`src/rtl/ppg_pkg.sv`:
```
`timescale 1ns/1ps
package ppg_pkg;
    localparam int PPG_CW      = 8;
    localparam int PPG_NCH     = 2;
    localparam int PPG_AW      = $clog2(PPG_NCH) + 1;
    localparam int PPG_DIV_LOG = 4;
    localparam int PPG_SEL_W   = 3;
    localparam logic [PPG_SEL_W-1:0] SEL_EXT = 3'd5;

    typedef enum logic [1:0] {
        PPG_SPLIT    = 2'd0,
        PPG_FUSED    = 2'd1,
        PPG_PRESCALE = 2'd2
    } ppg_mode_e;

    typedef struct packed {
        logic [PPG_CW-1:0] hi;
        logic [PPG_CW-1:0] lo;
    } ppg_reload_t;

    function automatic ppg_mode_e ppg_decode_mode(input logic [1:0] m);
        case (m)
            2'd1:    return PPG_FUSED;
            2'd2:    return PPG_PRESCALE;
            default: return PPG_SPLIT;
        endcase
    endfunction

    function automatic logic [PPG_SEL_W-1:0] ppg_norm_sel(input logic [PPG_SEL_W-1:0] s);
        return (s > SEL_EXT) ? '0 : s;
    endfunction
endpackage

```
`src/rtl/ppg_tick_gen.sv`:
```
`timescale 1ns/1ps
module ppg_tick_gen
    import ppg_pkg::*;
#(
    parameter int DIV_LOG = PPG_DIV_LOG
) (
    input  logic                 clk,
    input  logic                 rst,
    input  logic                 ext_tick,
    input  logic [PPG_SEL_W-1:0] clk_sel,
    output logic                 tick
);
    logic [DIV_LOG-1:0]   div_cnt;
    logic [DIV_LOG-1:0]   mask;
    logic [PPG_SEL_W-1:0] sel;

    always_ff @(posedge clk) begin
        if (rst) div_cnt <= '0;
        else     div_cnt <= div_cnt + 1'b1;
    end

    always_comb begin
        sel  = ppg_norm_sel(clk_sel);
        mask = '0;
        for (int b = 0; b < DIV_LOG; b++) begin
            if (b < int'(sel)) mask[b] = 1'b1;
        end
        if (sel == SEL_EXT) tick = ext_tick;
        else                tick = ((div_cnt & mask) == mask);
    end
endmodule

```
`src/rtl/ppg_reload_bank.sv`:
```
`timescale 1ns/1ps
module ppg_reload_bank
    import ppg_pkg::*;
(
    input  logic                            clk,
    input  logic                            rst,
    input  logic                            wr_en,
    input  logic [PPG_AW-1:0]               wr_addr,
    input  logic [PPG_CW-1:0]               wr_data,
    output ppg_reload_t [PPG_NCH-1:0]       rl
);
    always_ff @(posedge clk) begin
        if (rst) begin
            rl <= '0;
        end else if (wr_en) begin
            for (int c = 0; c < PPG_NCH; c++) begin
                if (wr_addr[PPG_AW-1:1] == (PPG_AW-1)'(c)) begin
                    if (wr_addr[0]) rl[c].hi <= wr_data;
                    else            rl[c].lo <= wr_data;
                end
            end
        end
    end
endmodule

```
`src/rtl/ppg_down_cnt.sv`:
```
`timescale 1ns/1ps
module ppg_down_cnt #(
    parameter int W = 8
) (
    input  logic         clk,
    input  logic         rst,
    input  logic         load,
    input  logic [W-1:0] load_val,
    input  logic         dec,
    output logic [W-1:0] cnt
);
    always_ff @(posedge clk) begin
        if (rst)       cnt <= '0;
        else if (load) cnt <= load_val;
        else if (dec)  cnt <= cnt - 1'b1;
    end
endmodule

```
`src/rtl/ppg_pair.sv`:
```
`timescale 1ns/1ps
module ppg_pair
    import ppg_pkg::*;
(
    input  logic                 clk,
    input  logic                 rst,
    input  logic                 ext_tick,
    input  logic [PPG_SEL_W-1:0] clk_sel,
    input  logic [1:0]           mode,
    input  logic [PPG_NCH-1:0]   en,
    input  logic                 wr_en,
    input  logic [PPG_AW-1:0]    wr_addr,
    input  logic [PPG_CW-1:0]    wr_data,
    output logic [PPG_NCH-1:0]   pulse_out
);
    logic                             cnt_tick;
    ppg_reload_t [PPG_NCH-1:0]        rl;
    logic [PPG_NCH-1:0][PPG_CW-1:0]   cnt;
    logic [PPG_NCH-1:0][PPG_CW-1:0]   ld_val;
    logic [PPG_NCH-1:0]               ld, dec, zero;
    logic [PPG_NCH-1:0]               ph, ph_d;
    ppg_mode_e                        md;

    ppg_tick_gen u_tick (
        .clk(clk), .rst(rst), .ext_tick(ext_tick),
        .clk_sel(clk_sel), .tick(cnt_tick)
    );

    ppg_reload_bank u_bank (
        .clk(clk), .rst(rst), .wr_en(wr_en),
        .wr_addr(wr_addr), .wr_data(wr_data), .rl(rl)
    );

    for (genvar ch = 0; ch < PPG_NCH; ch++) begin : g_cnt
        ppg_down_cnt #(.W(PPG_CW)) u_cnt (
            .clk(clk), .rst(rst), .load(ld[ch]),
            .load_val(ld_val[ch]), .dec(dec[ch]), .cnt(cnt[ch])
        );
        assign zero[ch] = (cnt[ch] == '0);
    end

    assign md = ppg_decode_mode(mode);

    always_comb begin
        ld        = '0;
        dec       = '0;
        ld_val    = '0;
        ph_d      = ph;
        pulse_out = '0;
        case (md)
            PPG_FUSED: begin
                if (!en[0]) begin
                    ld     = '1;
                    ld_val = {rl[1].lo, rl[0].lo};
                    ph_d   = '0;
                end else if (cnt_tick) begin
                    if (&zero) begin
                        ld       = '1;
                        ld_val   = ph[0] ? {rl[1].lo, rl[0].lo} : {rl[1].hi, rl[0].hi};
                        ph_d[0]  = ~ph[0];
                    end else begin
                        dec[0] = 1'b1;
                        dec[1] = zero[0];
                    end
                end
                pulse_out = {PPG_NCH{ph[0] & en[0]}};
            end
            PPG_PRESCALE: begin
                if (!en[0]) begin
                    ld     = '1;
                    ld_val = {rl[1].lo, rl[0].lo};
                    ph_d   = '0;
                end else if (cnt_tick) begin
                    if (zero[0]) begin
                        ld[0]     = 1'b1;
                        ld_val[0] = rl[0].lo;
                        if (zero[1]) begin
                            ld[1]     = 1'b1;
                            ld_val[1] = ph[1] ? rl[1].lo : rl[1].hi;
                            ph_d[1]   = ~ph[1];
                        end else begin
                            dec[1] = 1'b1;
                        end
                    end else begin
                        dec[0] = 1'b1;
                    end
                end
                pulse_out[1] = ph[1] & en[0];
            end
            default: begin
                for (int i = 0; i < PPG_NCH; i++) begin
                    if (!en[i]) begin
                        ld[i]     = 1'b1;
                        ld_val[i] = rl[i].lo;
                        ph_d[i]   = 1'b0;
                    end else if (cnt_tick) begin
                        if (zero[i]) begin
                            ld[i]     = 1'b1;
                            ld_val[i] = ph[i] ? rl[i].lo : rl[i].hi;
                            ph_d[i]   = ~ph[i];
                        end else begin
                            dec[i] = 1'b1;
                        end
                    end
                    pulse_out[i] = ph[i] & en[i];
                end
            end
        endcase
    end

    always_ff @(posedge clk) begin
        if (rst) ph <= '0;
        else     ph <= ph_d;
    end
endmodule

```
`config.mk`:
```
export PLATFORM = sky130hd
export DESIGN_NAME = ppg_pair
export DESIGN_NICKNAME = d
export VERILOG_FILES = /design/src/rtl/ppg_pkg.sv /design/src/rtl/ppg_tick_gen.sv /design/src/rtl/ppg_reload_bank.sv /design/src/rtl/ppg_down_cnt.sv /design/src/rtl/ppg_pair.sv
export SDC_FILE = /design/constraint.sdc
export NUM_CORES = 1
export LEC_CHECK = 0
export ABC_CLOCK_PERIOD_IN_PS = 2150
export BUFFER_PORTS_ARGS = -buffer_cell sky130_fd_sc_hd__buf_2
export CAP_MARGIN = 20
export CORE_MARGIN = 4
export CORE_UTILIZATION = 54
export DETAILED_ROUTE_END_ITERATION = 7
export PLACE_DENSITY = 0.79
export SYNTH_ARGS = -nofsm -noshare
export SYNTH_HDL_FRONTEND = slang
export SYNTH_SLANG_ARGS = --single-unit
```
`constraint.sdc`:
```
create_clock -name clk -period 2.15 [get_ports clk]
set_input_delay 0.3225 -clock clk [delete_from_list [all_inputs] [get_ports clk]]
set_output_delay 0.3225 -clock clk [all_outputs]
set_load 0.03 [all_outputs]
```
; Word-level counts from Yosys, hierarchy flattened
; Index checks and enable logic that the tools add are counted.
[totals]
reg_bits = 54
elab_cells = 119
input_bits = 21
[classes]
reduce_logical = 11
n_bitwise = 8
order_cmp = 5
eq_ne = 14
muxes = 69
n_addsub = 3
[op_table]
columns = op, count
row1 = $mux 16, 7
row2 = $mux 8, 12
row3 = $mux 1, 32
row4 = $pmux 16 s2, 1
row5 = $mux 2, 11
row6 = $logic_not 8->1, 2
row7 = $pmux 2 s2, 4
row8 = $sub 8x1->8 const B, 2
row9 = $reduce_and 3->1, 4
row10 = $ne 3x3->1 const B, 3
row11 = $reduce_and 4->1, 2
row12 = $lt 1x3->1 const A, 2
row13 = $lt 2x3->1 const A, 2
row14 = $add 4x1->4 const B, 1
row15 = $and 4x4->4, 1
row16 = $eq 2x1->1 const B, 2
row17 = $eq 2x2->1 const B, 2
row18 = $eq 4x4->1, 1
row19 = $ne 2x2->1 const B, 2
row20 = $ne 4x1->1 const B, 1
row21 = $not 1->1, 4
row22 = $reduce_bool 2->1, 2
row23 = $and 1x1->1, 3
row24 = $eq 3x3->1 const B, 1
row25 = other kinds (6), 6

; Longest topological paths before layout
; Gate-level depths: netlist (run 1).
[depth]
ltp_word = 12
ltp_mapped = 10
mapped_depth_nobuf = 8

; Hierarchy
; From an unflattened synthesis (run 1), not the netlist that was laid out.
[hier_totals]
hier_cells = 370
hier_area_um2 = 3420.8
[by_module_without_submodules]
columns = mod, cells_per_inst, seq_area_each_um2, n_inst, area_per_inst_um2
row1 = ppg_reload_bank, 117, 640.6, 1, 1296.2
row2 = ppg_pair, 119, 40.0, 1, 948.4
row3 = ppg_down_cnt, 54, 160.2, 2, 465.4
row4 = ppg_tick_gen, 26, 80.1, 1, 245.2

; Worst setup path after synthesis (run 1)
; OpenSTA, ideal clock, no wires.
[synth_path]
path_kind = register to register
startpoint = register g_cnt[0].u_cnt.cnt[0]
endpoint = register g_cnt[1].u_cnt.cnt[0]
stages_incl_launch_ff = 10
arrival_time_ns = 2.271
t_required_ns = 2.076
synth_period_minus_slack_ns = 2.345
setup_slack_ns = -0.195
path_buffers = 1
path_cell_list = dfxtp_1 -> inv_1 -> ha_1 -> or3b_2 -> or2_1 -> buf_6 -> or4_4 -> o21ai_4 -> o21ai_0 -> a31oi_1
[synth_via]
elab_chain_len = 7
[synth_rtl]
columns = item, line_no
row1 = start: declaration, ppg_down_cnt.sv:10  ; output logic [W-1:0] cnt
row2 = start signal: assignment, ppg_down_cnt.sv:14  ; else if (load) cnt <= load_val;
row3 = start signal: assignment, ppg_down_cnt.sv:15  ; else if (dec) cnt <= cnt - 1'b1;
row4 = $logic_not 8->1 (*), ppg_pair.sv:39  ; assign zero[ch] = (cnt[ch] == '0);
row5 = $reduce_and 2->1, ppg_pair.sv:57  ; if (&zero) begin
row6 = $mux 16 / $mux 2 (equally long branches), ppg_pair.sv:57
row7 = $mux 16 / $mux 2 (equally long branches), ppg_pair.sv:56  ; end else if (cnt_tick) begin
row8 = $mux 16 / $mux 2 (equally long branches), ppg_pair.sv:52  ; if (!en[0]) begin
row9 = $pmux 16 s2 / $pmux 2 s2 (equally long branches), ppg_pair.sv:50  ; case (md)
row10 = $mux 8 / $reduce_bool 2->1 (equally long branches), -
row11 = end signal: assignment, ppg_down_cnt.sv:14
row12 = end signal: assignment, ppg_down_cnt.sv:15
row13 = end: declaration, ppg_down_cnt.sv:10
; Every way passes the cells marked *; elsewhere a longest branch is shown, timed or not.
; A chain may end at the register's enable or synchronous reset.

; Worst setup path after layout (run 1)
[layout_path]
startpoint = register g_cnt[0].u_cnt.cnt[3]
endpoint = register g_cnt[1].u_cnt.cnt[2]
; The elaborated chain is that of the path after synthesis.

==> impl_metrics.ini, run 1 <==
[outcome]
status = complete, but fails checks
violations = setup timing

[floorplanning]
core_mm2 = 0.00557
start_util_pct = 56.3
die_w_um = 84.3
io_pins = 23
die-area_mm2 = 0.00710
fp.dieH_um = 84.3
rows = 27

[sta]
final.setup.tns_ns = -0.369
worstMarginPinSlew_ns = 0.542
clock.fmax_ghz = 0.448
setup_viol_count_final = 8
drv_slew = 0
setup_slack_ns = -0.0811
hold_viol = 0
clock_skew_ns = 0.00671
period_minus_slack_ns = 2.23
post-route-period-util_pct = 104
maxSlewHeadroom_pct = 63.7
rsz0062_at_grt = yes
whs_ns = 0.311

[yosys]
ys_seq_elements = 54
synth_cells = 368
synth_top_cells_by_area = dfxtp_1, mux2i_1, nor2_1
synthesis.nets = 400
synth_top_area_share_pct = 34.4
yosys.area.top_type = dfxtp_1
ys_seq_area_share_pct = 34.4
synth-edff-count = 0
avgSynthCellArea_um2 = 8.53
synth_cell_types = 65
synthArstFlopShare_pct = 0
synth_flop_cell = dfxtp_1
yosys_warnings = 0
syn_area_mm2 = 0.00314

[placement]
port_buffers = 22
placed_cells = 493
dp_hpwl_mm = 6.10
gp_congestion = 0.945
dp_slack_ns = -0.280

[routing]
wl_mm = 8.70
first_iter_violations = 388
ant_nets = 0
vias = 3075
wl_per_cell_um = 17.2
vias_per_cell = 6.08
drc = 0
dr.pass1.iters = 6

[worst_setup_path]
path_class = reg2reg
cp_slowest_stage_delay_ns = 0.57
r2r-start = g_cnt[0].u_cnt.cnt[3]$_SDFFE_PP0P_
crit_path_end_kind = flop
r2r-end = g_cnt[1].u_cnt.cnt[2]$_SDFFE_PP0P_
critPathLaunchType = flop
rrSetupSlack_ns = -0.08
crit_path_cell_trace = or4_4, buf_12, o41ai_4, nand2_2, nor3b_2, xnor2_1, o211ai_1
slowest_stage = or4_4
required_ns = 2.34
crit_fanout = 5
reg2reg_depth = 7
arrival_ns = 2.43

[power_and_ir_drop]
powerDensity_mw_per_mm2 = 677
p_seq_share_pct = 40.7
combPwrFrac_pct = 38.2
clkPwrFrac_pct = 21.2
peakVddDrop_mv = 0.487
switching_share_pct = 35.0
internal-power_uw = 1780
p_switching_uw = 955
leakage_uw = 0.00173

[layout]
n_fill_cell = 437
drive_gt1_share_pct = 33.2
seq_area_mm2 = 0.00108
n_antenna_cell = 0
fin_cells = 506
finalCoreUtilization_pct = 72.4
area_growth_pct = 28.4
final_nets = 466
multi_input_area_mm2 = 0.00212

[global_route]
grt_max_degree = 31
gr-total-overflow = 0
grt_util_all_layers_pct = 24.1
grt_pass1_vias = 3056
grt_pass1_wl_mm = 14.3
antenna_found_initial = 0

[worst_hold_path]
hp-class = in2reg
hold-path-endpoint = u_bank.rl[26]$_SDFFE_PP0P_
hold_start = wr_data[2]
hold_depth = 3

[clock_network]
ctsHoldBuffers = 0
cts.path.max_buffers = 2
h-tree-depth = 2
clk_latency_ns = 0.30
clock-sinks = 54
cts_tree = built
cts_made_buffers = 5
cts_root_buf = clkbuf_8
clk_pin_slew_ns = 0.10

[flow_run]
maxCapViolCount = 0
## power groups by stage
stage          sequential (uW)  clock (uW)  combinational (uW)
2_1_floorplan             1120           0                 537
3_3_place_gp              1120           0                 840
3_5_place_dp              1120           0                 857
4_1_cts                   1100         587                 947
5_1_grt                   1120         634                1130
6_report                  1110         579                1040
## metal layers
layer	up-vias	GRT usage, %	part of all wire, %
met4	0	7.16	2.1
met2	147	40.7	47
met5	-	0	0
met1	1419	31.7	44
li1	1484	-	-
met3	25	3.93	7.6
## per-stage QoR
| step | area (um2) | total power [uW] |
|---|---|---|
| 4_1_cts | 3900 | 2640 |
| 3_5_place_dp | 3670 | 1980 |
| 5_1_grt | 4030 | 2880 |
| 6_report | 4030 | 2730 |
| 3_3_place_gp | 3670 | 1960 |
| 2_1_floorplan | 3160 | 1650 |
## registers in the layout, indices dropped and copies added (netlist names)
register,flops
u_bank.rl,32
g_cnt.u_cnt.cnt,16
u_tick.div_cnt,4
ph,2
## how the worst max path moves through the flow
| stage | end | slack (ns) | cells past startpoint | start |
|---|---|---|---|---|
| final | g_cnt[1].u_cnt.cnt[2]$_SDFFE_PP0P_ | -0.08 | 7 | g_cnt[0].u_cnt.cnt[3]$_SDFFE_PP0P_ |
| after global routing | g_cnt[1].u_cnt.cnt[2]$_SDFFE_PP0P_ | -0.16 | 9 | g_cnt[0].u_cnt.cnt[0]$_SDFFE_PP0P_ |
| after CTS | g_cnt[1].u_cnt.cnt[0]$_SDFFE_PP0P_ | -0.07 | 8 | g_cnt[0].u_cnt.cnt[3]$_SDFFE_PP0P_ |
| after detailed placement | g_cnt[0].u_cnt.cnt[4]$_SDFFE_PP0P_ | -0.28 | 10 | clk_sel[1] |
| after global placement | g_cnt[1].u_cnt.cnt[7]$_SDFFE_PP0P_ | -0.15 | 11 | clk_sel[1] |
| after floorplan | g_cnt[1].u_cnt.cnt[0]$_SDFFE_PP0P_ | -0.02 | 9 | g_cnt[0].u_cnt.cnt[1]$_SDFFE_PP0P_ |
## cell usage after synthesis (all sizes together), types with 4 or more instances
library cell  instances
and3                  4
nand3                15
inv                  18
a21oi                11
a31oi                 8
o211ai                9
nand2                14
buf                   6
mux2i                33
o21ai                18
nor3                  9
a221oi                7
o41ai                 4
xnor2                 9
clkbuf               14
o21a                  4
nand4                 6
nand2b                5
ha                   11
dfxtp                54
a211oi                9
nor2                 47
## critical path, delay by kind of cell, from the launching register on
family / cells / cell delay (ns)
AO/OA/AOI/OAI: 2 / 0.47
XOR/XNOR: 1 / 0.17
buffers and inverters: 1 / 0.15
flip-flops: 1 / 0.34
AND/OR/NAND/NOR: 3 / 0.99
## area by class of cell
type	instances	share of cell area (%)
Multi-Input combinational cell	274	52.5
Sequential cell	54	26.9
Timing Repair Buffer	80	14.5
Tap cell	72	2.23
Inverter	19	1.77
Clock buffer	5	1.71
Clock inverter	2	0.434
## cells in the final DEF (no fill, tap or decap), types with 7 or more instances in the layout
cell type / count
buf_4: 52
dfxtp_1: 51
nor2_1: 46
mux2i_1: 33
buf_2: 22
inv_1: 16
nand2_1: 13
nand3_1: 12
ha_1: 11
o21ai_0: 10
xnor2_1: 9
o211ai_1: 9
a21oi_1: 7
a211oi_1: 7
## timing repair
item | 4_1_cts | 5_1_grt
setup endpoints to repair | 17 | 17
pin swaps | 11 | 5
buffers inserted | 4 | 2
resized for setup | 26 | 23
## logic make-up after synthesis
| family | count (synthesis) | share of synthesized area (%) |
|---|---|---|
| simple gates | 129 | 21.2 |
| xor+xnor | 11 | 3.07 |
| compound gates | 90 | 20.8 |
| fa+ha+maj | 11 | 4.38 |
| mux | 33 | 10.5 |
| buf+inv | 40 | 5.62 |
| flops | 54 | 34.4 |
Note: power is estimated with default switching activity, not from simulation.
==> run 2: changes to the inputs <==
--- a/config.mk
+++ b/config.mk
@@ -5,13 +5,13 @@
 export SDC_FILE = /design/constraint.sdc
 export NUM_CORES = 1
 export LEC_CHECK = 0
-export ABC_CLOCK_PERIOD_IN_PS = 2150
+export ABC_CLOCK_PERIOD_IN_PS = 2900
 export BUFFER_PORTS_ARGS = -buffer_cell sky130_fd_sc_hd__buf_2
 export CAP_MARGIN = 20
 export CORE_MARGIN = 4
-export CORE_UTILIZATION = 54
+export CORE_UTILIZATION = 58
 export DETAILED_ROUTE_END_ITERATION = 7
-export PLACE_DENSITY = 0.79
+export PLACE_DENSITY = 0.86
 export SYNTH_ARGS = -nofsm -noshare
 export SYNTH_HDL_FRONTEND = slang
 export SYNTH_SLANG_ARGS = --single-unit
==> constraint.sdc (replaced) <==
create_clock -name clk -period 2.9 [get_ports clk]
set_input_delay 0.435 -clock clk [delete_from_list [all_inputs] [get_ports clk]]
set_output_delay 0.435 -clock clk [all_outputs]
set_load 0.03 [all_outputs]
==> run 2 against run 1 <==
Compared with the run above: the run now ends clean; clock skew up 0.0030 ns; worst hold slack better by 0.11 ns; critical path type unchanged; largest power group unchanged; global-route usage down 0.69 points; sequential power down 26%; final cell count down 9.5%; first-iteration DRC count down 21%; flip-flop and latch count unchanged; clock power down 8.1%; fmax down 15%; combinational power down 51%; largest cell class unchanged; clock-buffer cell count unchanged.
==> impl_metrics.ini, run 2 (synthesis gave the netlist of run 1 again) <==
[sta]
clock.fmax_ghz = 0.383
post-route-period-util_pct = 90.2
drv_slew = 0
setup_viol_count_final = 0
hold_viol = 0
worstMarginPinSlew_ns = 0.667
period_minus_slack_ns = 2.61
clock_skew_ns = 0.00972
maxSlewHeadroom_pct = 55.2
rsz0062_at_grt = no
final.setup.tns_ns = 0

[routing]
vias = 2872
first_iter_violations = 307
wl_per_cell_um = 16.3
drc = 0
vias_per_cell = 6.27
ant_nets = 0
wl_mm = 7.48
dr.pass1.iters = 5

[placement]
placed_cells = 450
port_buffers = 22
dp_hpwl_mm = 5.45
gp_congestion = 0.932

[layout]
n_antenna_cell = 0
area_growth_pct = 9.32
n_fill_cell = 402
most-common-layout-cells = dfxtp_1, nor2_1, mux2i_1, buf_2, inv_1
final_nets = 419
fin_cells = 458
regMostFlops = u_bank.rl
multi_input_area_mm2 = 0.00188
largest_reg_flops = 32
seq_area_mm2 = 0.00108
reg.largest.list = u_bank.rl (32), g_cnt.u_cnt.cnt (16), u_tick.div_cnt (4)
mostFrequentLayoutCell = dfxtp_1
drive_gt1_share_pct = 14.2

[floorplanning]
io_pins = 23
die-area_mm2 = 0.00666
rows = 26
core_mm2 = 0.00517
start_util_pct = 60.7
die_w_um = 81.6
fp.dieH_um = 81.6

[clock_network]
clk_latency_ns = 0.31
ctsHoldBuffers = 0
clock-sinks = 54
cts_setup_buffers = 0
cts_root_buf = clkbuf_8
clk_pin_slew_ns = 0.11
cts_resized = 0
cts_made_buffers = 5
cts_tree = built
cts.path.max_buffers = 2
h-tree-depth = 2

[global_route]
grt_pass1_vias = 2635
antenna_found_initial = 0
gr-total-overflow = 0
grt_pass1_wl_mm = 12.3
grt_max_degree = 29
grt_util_all_layers_pct = 23.5

[outcome]
status = completed

[worst_setup_path]
path_class = reg2reg
required_ns = 3.08
crit_path_end_kind = flop
crit_fanout = 15
arrival_ns = 2.80
critPathLaunchType = flop

[power_and_ir_drop]
powerDensity_mw_per_mm2 = 543
leakage_uw = 0.00142
peakVddDrop_mv = 0.478

[flow_run]
maxCapViolCount = 0

[worst_hold_path]
hp-class = in2reg
run 2: cell types whose count changed in the layout (fill, tap and decap cells not counted), sizes merged:
cell | previous run | this run
clkinvlp | 0 | 1
inv | 20 | 19
bufinv | 0 | 1
buf | 80 | 33
run 2: area by class of cell:
cell class / instances / area share, %
clock buffer: 5 / 2.00
tap: 70 / 2.55
inverter: 19 / 2.08
multi-input combinational: 274 / 54.8
timing repair buffer: 33 / 5.61
clock inverter: 3 / 1.42
sequential: 54 / 31.5
run 2: final timing paths:
check / slack (ns) / end / cells past startpoint / start
setup / recovery: 0.29 / g_cnt[0].u_cnt.cnt[5]$_SDFFE_PP0P_ / 9 / g_cnt[0].u_cnt.cnt[0]$_SDFFE_PP0P_
hold / removal: 0.43 / u_bank.rl[8]$_SDFFE_PP0P_ / 3 / wr_data[0]
setup reg to reg: 0.29 / g_cnt[0].u_cnt.cnt[5]$_SDFFE_PP0P_ / 9 / g_cnt[0].u_cnt.cnt[0]$_SDFFE_PP0P_
hold reg to reg: 0.47 / g_cnt[1].u_cnt.cnt[7]$_SDFFE_PP0P_ / 2 / u_bank.rl[23]$_SDFFE_PP0P_
run 2: critical path: stages, from the launching register on:
cell	delay [ns]
dfxtp_1	0.35
inv_1	0.09
ha_1	0.15
or3b_2	0.50
or2_1	0.35
nor3_1	0.25
a21oi_1	0.10
buf_4	0.21
a221oi_1	0.39
a311oi_1	0.11
run 2: through the flow:
stage / util [%] / setup WS (ns) / hold WS [ns] / total power (uW) / area [um2]
floorplan: - / 0.528 / 0.438 / 1220 / 3140
global placement: 64.1 / 0.296 / 0.456 / 1320 / 3320
detailed placement: 64.1 / 0.169 / 0.461 / 1330 / 3320
CTS: 66.4 / 0.309 / 0.422 / 1860 / 3430
global route: 66.4 / 0.111 / 0.425 / 1950 / 3430
finish: 66.4 / 0.286 / 0.426 / 1860 / 3430
run 2: routing by layer:
layer  wire length [um]  up-vias  share of wire (%)  GRT usage [%]
met5                  0        -                  0              0
met1               3380     1328                 45           31.6
met4                159        0                2.1           7.31
li1                   -     1388                  -              -
met3                596       18                8.0           3.73
met2               3350      138                 45           38.6
run 2: power by group:
| part | internal (uW) | leakage [uW] | switching (uW) |
|---|---|---|---|
| combinational | 199 | 0.000927 | 309 |
| sequential | 785 | 0.000440 | 39.0 |
| clock | 264 | 0.0000563 | 268 |
